$ cat src/rtl/rx_hold_fifo.sv
module rx_hold_fifo #(
  parameter int DEPTH = 3,
  parameter int DW    = 8
) (
  input  logic          clk,
  input  logic          rst_n,
  input  logic          char_valid,
  input  logic [DW-1:0] char_data,
  input  logic          char_perr,
  input  logic          char_ferr,
  input  logic          char_brk,
  input  logic          start_det,
  input  logic          rd_pop,
  input  logic          blk_mode,
  input  logic          clr_err,
  input  logic          rts_en,
  output logic [DW-1:0] head_data,
  output logic          rx_rdy,
  output logic          ffull,
  output logic          overrun,
  output logic          stat_perr,
  output logic          stat_ferr,
  output logic          stat_brk,
  output logic          rts_n
);
  localparam int EW = DW + 3;
  localparam int CW = $clog2(DEPTH + 1);

  logic [EW-1:0] mem [DEPTH];
  logic [CW-1:0] cnt;
  logic [EW-1:0] hold;
  logic          hold_v;
  logic [2:0]    acc;
  logic          ovr_q, rts_q;

  wire [EW-1:0] in_ent  = {char_brk, char_ferr, char_perr, char_data};
  wire          full    = (cnt == CW'(DEPTH));
  wire          empty   = (cnt == '0);
  wire          pop     = rd_pop && !empty;
  wire          wr      = (hold_v || char_valid) && !full;
  wire [EW-1:0] wr_ent  = hold_v ? hold : in_ent;
  wire [CW-1:0] wr_idx  = pop ? cnt - 1'b1 : cnt;
  wire [CW-1:0] nxt_cnt = cnt + CW'(wr) - CW'(pop);
  wire          lost    = start_det && hold_v && full;
  wire          head_ev = (nxt_cnt != '0) && (empty || pop);
  wire [2:0]    nh_bits = (pop && cnt >= CW'(2)) ? mem[1][EW-1:DW] : wr_ent[EW-1:DW];
  wire [2:0]    hd_bits = empty ? 3'b000 : mem[0][EW-1:DW];
  wire [2:0]    stat    = blk_mode ? acc : hd_bits;

  always_ff @(posedge clk or negedge rst_n) begin
    if (!rst_n) begin
      for (int i = 0; i < DEPTH; i++) mem[i] <= '0;
      cnt <= '0;
    end else begin
      for (int i = 0; i < DEPTH; i++) begin
        if (pop && i < DEPTH - 1) mem[i] <= mem[i+1];
        if (wr && CW'(i) == wr_idx) mem[i] <= wr_ent;
      end
      cnt <= nxt_cnt;
    end
  end

  always_ff @(posedge clk or negedge rst_n) begin
    if (!rst_n) begin
      hold   <= '0;
      hold_v <= 1'b0;
    end else begin
      if (lost || (wr && hold_v)) hold_v <= 1'b0;
      if (char_valid && (hold_v || full)) begin
        hold   <= in_ent;
        hold_v <= 1'b1;
      end
    end
  end

  always_ff @(posedge clk or negedge rst_n) begin
    if (!rst_n) begin
      acc   <= '0;
      ovr_q <= 1'b0;
      rts_q <= 1'b0;
    end else begin
      if (head_ev)      acc <= (clr_err ? 3'b000 : acc) | nh_bits;
      else if (clr_err) acc <= 3'b000;
      if (lost)         ovr_q <= 1'b1;
      else if (clr_err) ovr_q <= 1'b0;
      if (!rts_en)                rts_q <= 1'b0;
      else if (start_det && full) rts_q <= 1'b1;
      else if (!full)             rts_q <= 1'b0;
    end
  end

  assign head_data = empty ? '0 : mem[0][DW-1:0];
  assign rx_rdy    = !empty;
  assign ffull     = full;
  assign overrun   = ovr_q;
  assign stat_perr = stat[0];
  assign stat_ferr = stat[1];
  assign stat_brk  = stat[2];
  assign rts_n     = rts_q;
endmodule


$ cat config.mk
export PLATFORM = sky130hd
export DESIGN_NAME = rx_hold_fifo
export DESIGN_NICKNAME = d
export VERILOG_FILES = /design/src/rtl/rx_hold_fifo.sv
export SDC_FILE = /design/constraint.sdc
export NUM_CORES = 1
export LEC_CHECK = 0
export CORE_MARGIN = 2
export CORE_UTILIZATION = 55
export DETAILED_ROUTE_END_ITERATION = 8
export PLACE_DENSITY_LB_ADDON = 0.2
export SLEW_MARGIN = 0
export SYNTH_ARGS = -nofsm -noshare
export SYNTH_HDL_FRONTEND = slang
export SYNTH_SLANG_ARGS = --single-unit
$ cat constraint.sdc
create_clock -name clk -period 2.3 [get_ports clk]
set_input_delay 0.46 -clock clk [delete_from_list [all_inputs] [get_ports clk]]
set_output_delay 0.46 -clock clk [all_outputs]
set_load 0.02 [all_outputs]
# Yosys cells after proc, flatten, opt, wreduce, memory -nomap -nowiden
# Cells that the tools add are included.
[totals]
regBits = 52
latch_bits = 0
ram_bits = 0
mem_bits_ro = 0
input_bits = 19
out_inout_bits = 15
word_cells = 62
n_memories = 0
[classes]
addsub = 3
multipliers = 0
n_div = 0
magnitude_cmp = 1
eq_ne = 4
n_shift = 0
n_mux = 19
n_bitwise = 1
n_reduce_logical = 25
[ops]
columns = ["cell", "n"]
rows = [
  ["11-bit two-way mux", 5],
  ["3-bit two-way mux", 5],
  ["1-bit logical AND", 12],
  ["2-bit nonzero test", 5],
  ["8-bit two-way mux", 1],
  ["1-bit two-way mux", 7],
  ["2-bit logical NOT", 2],
  ["1-bit logical OR", 4],
  ["3-bit by 2-bit != test with 1-bit output, second input constant", 1],
  ["3-bit bitwise OR", 1],
  ["2-bit by 1-bit adder with 2-bit output", 1],
  ["1-bit by 2-bit == test with 1-bit output, first input constant", 1],
  ["2-bit == test, first input constant", 1],
  ["2-bit == test, second input constant", 1],
  ["2-bit >= comparator, second input constant", 1],
  ["1-bit logical NOT", 2],
  ["2-bit two-way mux", 1],
  ["2-bit by 1-bit subtractor with 2-bit output", 1],
  ["2-bit by 1-bit subtractor with 2-bit output, second input constant", 1],
]

# Logic depth before layout (Yosys ltp)
# Gate-level depths: netlist (run 1).
[depth]
depth_word = 8
mapped_depth = 10
ltp_nobuf = 9

# Worst setup path before layout (run 1)
# OpenSTA, ideal clock, no wires.
[synth_timing]
path_type = "register -> register"
startpoint = "register cnt[0]"
endpoint = "register acc[1]"
setup_ns = 0.136
arrival_ns = 2.051
required_time_ns = 2.164
path_slack_ns = 0.113
path_stages_with_launch = 9
n_path_buf = 0
period_less_slack_ns = 2.187
cell_sequence = "dfrtp_1 -> ha_1 -> o21bai_2 -> xnor2_1 -> ha_1 -> xor2_1 -> a211o_1 -> o211ai_1 -> o22ai_1"
[synth_between]
elab_chain_len = 8
word_cells_on_any_way = 16
classes_between = "add/sub (2); order compare (1); eq/ne (1); mux (2); bitwise (1); reduce/logical (9)"
[synth_rtl]
columns = ["element", "line_no", "rtl"]
rows = [
  ["start: declaration", "30", "logic [CW-1:0] cnt;"],
  ["start signal: assignment", "59", "cnt <= nxt_cnt;"],
  ["2-bit == test", "37", "wire full = (cnt == CW'(DEPTH));"],
  ["named net ffull", "19", "output logic ffull,"],
  ["1-bit logical NOT", "n/a", ""],
  ["1-bit logical AND", "40", "wire wr = (hold_v || char_valid) && !full;"],
  ["2-bit by 1-bit adder with 2-bit output", "43", "wire [CW-1:0] nxt_cnt = cnt + CW'(wr) - CW'(pop);"],
  ["2-bit by 1-bit subtractor with 2-bit output", "43", ""],
  ["2-bit nonzero test", "45", "wire head_ev = (nxt_cnt != '0) && (empty || pop);"],
  ["1-bit logical AND", "45", ""],
  ["3-bit two-way mux", "82", "if (head_ev) acc <= (clr_err ? 3'b000 : acc) | nh_bits;"],
  ["end signal: assignment", "82", ""],
  ["end: declaration", "33", "logic [2:0] acc;"],
]
# The timed path passes the listed nets, and every way through them passes these cells.
# A chain may end at the register's enable or synchronous reset.

# Worst setup path in the final report (run 1)
[layout_timing]
startpoint = "register cnt[0]"
endpoint = "output port ffull"
[layout_between]
elab_chain_len = 1
[layout_rtl]
columns = ["element", "line_no"]
rows = [
  ["2-bit == test", "37"],
  ["end: declaration", "19"],
]
# Every way passes these cells.

==> impl_metrics.tcl, run 1 <==
set metrics [dict create \
    cpMostUsedCell "buf_4" \
    clkLatencyLatePin_ps 300 \
    cp_data_required_time_ps 1840 \
    cap_viol_max_count 0 \
    rsz0062_at_grt "no" \
    first_pass_iters 4 \
    cts.sinks 52 \
    hold_buffers 0 \
    via_per_inst 5.38 \
    grt_use_met1_pct 27.1 \
    wire_per_inst_um 15.9 \
    cpPeakStageDelay_ps 530 \
    boundaryPins 34 \
    hpwl_um 3610 \
    grt_max_degree 24 \
    slew_violations 0 \
    layout_common_cells "mux2i_1 (66), dfrtp_1 (52), clkdlybuf4s50_1 (21), buf_4 (19), inv_1 (14)" \
    num-nets-final 283 \
    p_leak_nw 1.57 \
    grt_pass1_wl_um 8270 \
    cts-root-buf "clkbuf_8" \
    final_area_um2 3210 \
    die_area_um2 5400 \
    ant_nets 0 \
    diodes 0 \
    slew_headroom_pct 76.8 \
    vias 1696 \
    met3_usage_pct 4.66 \
    synth_warnings 0 \
    syn_area_per_cell_um2 12.6 \
    grt_pass1_vias 1709 \
    io_buffers 33 \
    place.gp.congestion 0.844 \
    p_per_area_nw_per_um2 1450 \
    peakVddDrop_v 0.000753 \
    setup_tns_ps 0 \
    htree_levels 2 \
    min_path_type "in2async" \
    chipWidth_um 73.5 \
    grtUsageTotal_pct 20.4 \
    ys_seq_elements 52 \
    slowest_stage "clkdlybuf4s50_1" \
    ys.flop_type "dfrtp_1" \
    worstMarginPinSlew_ps 338 \
    use_met2_pct 33.6 \
    cp_cell_sequence "buf_4, ha_1, buf_4, clkdlybuf4s50_1" \
    antenna_found_initial 0 \
    setup_viol_count_final 0 \
    area_delta_synth_final_pct 21.0 \
    critPathLaunchType "flip-flop" \
    cts_buffers 5 \
    synthesis.nets 233 \
    dr.first_iter.drc_count 71 \
    fp.dieH_um 73.5 \
    crit_buf_inv 3 \
    drcViolationCount 0 \
    cts_tree "yes" \
    outcome "finished clean" \
    postSynthCellCount 210 \
    grt_overflow 0 \
    wl_um 5000 \
    initial_utilization_pct 56.6 \
    period_share_pct 96.3 \
    core_um2 4690 \
    fmax_mhz 451 \
    min_period_ps 2220 \
    crit_fanout 6 \
    crit_type "reg2out" \
    netlist_area_um2 2660 \
    path_delay_family "buffers and inverters" \
    design_power_total_w 0.00467 \
    synthArstFlopShare_pct 100 \
    final_common_cell "mux2i_1" \
    clockBufferDepth 2 \
    dpl_cell_area_um2 3140 \
    synthDistinctLibCells 34 \
    ys_seq_area_share_pct 49.0 \
    clk_pin_slew_ps 100 \
    hold_viol_final 0 \
    grt-busiest-layer "met2" \
    cp-end-kind "output port" \
    fin_skew_ps 8.87 \
    crit_arrival_ps 1760 \
    drive_gt1_share_pct 17.2 \
    rows 25 \
    synth_edf_count 0 \
]
-- final cells by class --
class	count	area, um2
Multi-Input combinational cell	133	1230
Timing Repair Buffer	53	474
Clock inverter	2	13.8
Fill cell	360	1480
Sequential cell	52	1300
Tap cell	54	67.6
Inverter	15	56.3
Clock buffer	6	72.6
-- sequential cells by signal, summed over array words and instances (netlist names) --
register and flops:
hold_v 1, cnt 2, overrun 1, acc 3
hold 11, rts_n 1, mem 33
-- routing by layer --
layer | up-vias | share of wire [%]
met5 | - | 0
met4 | 0 | 1.5
met3 | 8 | 3.1
met2 | 23 | 48
met1 | 830 | 48
li1 | 835 | -
-- synthesized netlist by cell type, types with 3 or more instances --
| library cell | instances | area share (%) |
|---|---|---|
| buf_2 | 4 | 0.75 |
| mux2_1 | 7 | 3.0 |
| ha_1 | 4 | 1.9 |
| nor2b_1 | 10 | 2.4 |
| nor2_1 | 3 | 0.42 |
| o22ai_1 | 3 | 0.71 |
| inv_1 | 14 | 2.0 |
| mux2_2 | 8 | 3.4 |
| dfrtp_1 | 52 | 49 |
| nand3_1 | 3 | 0.57 |
| o21ai_0 | 3 | 0.57 |
| mux2i_1 | 66 | 25 |
| nand2_1 | 5 | 0.71 |
| buf_4 | 3 | 0.85 |
-- path summary, 6_finish.rpt --
| kind | from | end | cells past startpoint | slack (ps) |
|---|---|---|---|---|
| setup reg to reg | cnt[0]$_DFF_PN0_ | acc[1]$_DFF_PN0_ | 9 | 140 |
| hold reg to reg | mem[8]$_DFFE_PN0P_ | mem[8]$_DFFE_PN0P_ | 1 | 490 |
| max in group asynchronous | rst_n | mem[32]$_DFFE_PN0P_ | 2 | 1630 |
| min in group clk | mem[8]$_DFFE_PN0P_ | mem[8]$_DFFE_PN0P_ | 1 | 490 |
| setup / recovery | cnt[0]$_DFF_PN0_ | ffull | 4 | 80 |
| hold / removal | rst_n | hold[7]$_DFFE_PN0P_ | 1 | 50 |
-- timing repair --
item	4_1_cts	5_1_grt
hold endpoints to repair	0	0
setup buffers	0	0
gates cloned	0	0
endpoints found under the setup margin	11	3
gates resized for setup	11	1
-- report_power, final --
part	switching, W	internal [W]	total (W)	leakage (nW)
logic	0.00126	0.00126	0.00252	0.914
registers	0.000238	0.00139	0.00163	0.611
clock network	0.000298	0.000217	0.000516	0.0456
-- through the flow --
| step | setup slack, ps | hold slack, ps | utilization, % | instances |
|---|---|---|---|---|
| 2_1_floorplan | 113 | 164 | - | 210 |
| 3_3_place_gp | -8.89 | 385 | 66.9 | 307 |
| 3_5_place_dp | -25.4 | 391 | 66.9 | 307 |
| 4_1_cts | 56.9 | 57.6 | 68.4 | 315 |
| 5_1_grt | 19.6 | 64.7 | 68.5 | 315 |
| 6_report | 84.0 | 53.2 | 68.5 | 315 |
-- cell families after synthesis --
logic type                 count (synthesis)  share of synthesized area [%]
xor gates and xnor gates                   3                          0.990
muxes                                     83                           32.4
and+or+nand+nor                           26                           5.89
DFF                                       52                           49.0
AOI/OAI and AO/OA                         17                           5.00
buffers and inverters                     25                           4.85
adders and majority gates                  4                           1.89
No activity file was read; power rests on OpenSTA's default activity.
==> inputs of run 2 (changes only) <==
--- a/config.mk
+++ b/config.mk
@@ -9,6 +9,7 @@
 export CORE_UTILIZATION = 55
 export DETAILED_ROUTE_END_ITERATION = 8
 export PLACE_DENSITY_LB_ADDON = 0.2
+export SKIP_LAST_GASP = 1
 export SLEW_MARGIN = 0
 export SYNTH_ARGS = -nofsm -noshare
 export SYNTH_HDL_FRONTEND = slang
==> results of run 2 <==
Same layout as run 1: the final DEF is identical, and so are final timing and power.
==> inputs of run 3 (changes only) <==
--- a/config.mk
+++ b/config.mk
@@ -8,6 +8,7 @@
 export CORE_MARGIN = 2
 export CORE_UTILIZATION = 55
 export DETAILED_ROUTE_END_ITERATION = 8
+export GPL_TIMING_DRIVEN = 0
 export PLACE_DENSITY_LB_ADDON = 0.2
 export SKIP_LAST_GASP = 1
 export SLEW_MARGIN = 0
==> run 3 against run 2 <==
Power rose by 0.69%. Combinational power about the same. Non-clock buffer count is 4 lower. Maximum frequency shrank 2.5%. Sequential power about the same. Worst hold slack better by 90 ps. Sequential share of layout area about the same. Die area stayed put. Critical path depth increased by 5. Via count increased by 0.65%. Critical path type is now in2reg. Cell count fell by 1.3%.
==> impl_metrics.tcl, run 3 (synthesis results as in run 1) <==
set metrics [dict create \
    clkPwrFrac_pct 10.8 \
    grtUsageTotal_pct 21.2 \
    cp_data_required_time_ps 2470 \
    crit_buf_inv 2 \
    area_delta_synth_final_pct 21.3 \
    fin_ws_ps 27.6 \
    peakVddDrop_v 0.000722 \
    io_buffers 33 \
    fill_cells 363 \
    fin_util_pct 68.6 \
    cts.sinks 52 \
    regMostFlops "mem" \
    final_common_cell "mux2i_1" \
    fp.dieH_um 73.5 \
    multi_input_area_um2 1250 \
    diodes 0 \
    clk_pin_slew_ps 90 \
    hpwl_um 3590 \
    cpPeakStageDelay_ps 590 \
    clkLatencyLatePin_ps 300 \
    antenna_found_initial 0 \
    reg_top3 "mem x33, hold x11, acc x3" \
    outcome "finished clean" \
    fmax_mhz 440 \
    cp-end-kind "flip-flop" \
    core_um2 4690 \
    drcViolationCount 0 \
    ant_nets 0 \
    wire_per_inst_um 16.8 \
    cp_cell_sequence "clkdlybuf4s50_1, nor2b_1, buf_4, xnor2_1, ha_1, xor2_2, a211o_1, o211ai_1, o22ai_1" \
    vias 1707 \
    boundaryPins 34 \
    rows 25 \
    slew_violations 0 \
    crit_cells 9 \
    drive_gt1_share_pct 17.1 \
    switching_share_pct 39.0 \
    p_seq_share_pct 34.9 \
    whs_ps 143 \
    path_delay_family "buffers and inverters" \
    regArea_um2 1300 \
    slowest_stage "clkdlybuf4s50_1" \
    chipWidth_um 73.5 \
    worstMarginPinSlew_ps 564 \
    fin_skew_ps 9.22 \
    grt_pass1_wl_um 8480 \
    layout_common_cells "mux2i_1 (66), dfrtp_1 (50), clkdlybuf4s50_1 (21), inv_1 (14)" \
    slew_headroom_pct 62.4 \
    hold_viol_final 0 \
    p_per_area_nw_per_um2 1460 \
    post-place-ws_ps -350 \
    die_area_um2 5400 \
    cts_tree "yes" \
    rsz0062_at_grt "yes" \
    hold_buffers 0 \
    via_per_inst 5.49 \
    fin_cells 311 \
    cts_buffers 5 \
    crit_fanout 8 \
    grt_max_degree 31 \
    dr.first_iter.drc_count 36 \
    p_int_w 0.00287 \
    place_inst 298 \
    largest_reg_flops 33 \
    crit_arrival_ps 2450 \
    wl_um 5220 \
    grt_overflow 0 \
    min_path_type "in2async" \
    htree_levels 2 \
    min_period_ps 2270 \
    cts-root-buf "clkbuf_8" \
    reg2regPathDepth 9 \
    power_frac_comb_pct 54.2 \
    period_share_pct 98.8 \
    clockBufferDepth 2 \
    p_leak_nw 1.55 \
    first_pass_iters 4 \
    grt_pass1_vias 1746 \
    place.gp.congestion 0.820 \
    p_sw_w 0.00183 \
    critPathLaunchType "primary input" \
    initial_utilization_pct 56.6 \
    crit_type "in2reg" \
    num-nets-final 279 \
    cap_viol_max_count 0 \
    setup_viol_count_final 0 \
]
-- run 3: cell count changes in the layout (fill, tap and decap cells not counted), sizes merged --
cell / previous run / this run
buf: 21 / 16
inv: 16 / 15
clkbuf: 6 / 8
dlygate4sd2: 11 / 10
clkdlybuf4s15: 0 / 1
-- run 3: stage by stage --
step	setup TNS (ps)	cell area, um2	total power, W
global route	-42.7	3220	0.00501
floorplan	0	2660	0.00340
global placement	-44390	3050	0.00406
detailed placement	-2270	3070	0.00415
CTS	-8.96	3200	0.00468
finish	0	3220	0.00470
-- run 3: final timing paths --
check                                   start                   to  slack [ps]
min                                     rst_n  mem[11]$_DFFE_PN0P_         140
min reg2reg                mem[8]$_DFFE_PN0P_   mem[8]$_DFFE_PN0P_         490
min in group clk           mem[8]$_DFFE_PN0P_   mem[8]$_DFFE_PN0P_         490
max reg2reg                  cnt[1]$_DFF_PN0_     acc[0]$_DFF_PN0_          50
max in group asynchronous               rst_n     acc[2]$_DFF_PN0_        1610
max                                    rd_pop     acc[0]$_DFF_PN0_          30
-- run 3: layout make-up --
| type | count | area share [%] |
|---|---|---|
| Timing Repair Buffer | 39 | 11.5 |
| Sequential cell | 52 | 40.5 |
| Inverter | 15 | 1.75 |
| Clock buffer | 7 | 2.37 |
| Clock inverter | 1 | 0.272 |
| Tap cell | 54 | 2.10 |
| Buffer | 10 | 2.56 |
| Multi-Input combinational cell | 133 | 39.0 |
-- run 3: timing repair --
item	in CTS	in global routing
endpoints found under the hold margin	0	0
buffers inserted	5	0
endpoints found under the setup margin	15	5
pin swaps	0	2
resized for setup	18	4
-- run 3: power groups by stage --
stage | Clock, W | Sequential, W | Combinational (W)
after floorplan | 0 | 0.00161 | 0.00179
after global placement | 0 | 0.00166 | 0.00241
after detailed placement | 0 | 0.00168 | 0.00247
after CTS | 0.000526 | 0.00164 | 0.00251
after global routing | 0.000561 | 0.00169 | 0.00276
final | 0.000509 | 0.00164 | 0.00255
-- run 3: per-layer routing --
| metal | vias up | global-route usage, % | part of all wire [%] |
|---|---|---|---|
| met5 | - | 0 | 0 |
| met4 | 0 | 6.67 | 1.0 |
| li1 | 828 | - | - |
| met1 | 851 | 29.6 | 47 |
| met3 | 4 | 4.25 | 2.6 |
| met2 | 24 | 33.5 | 49 |
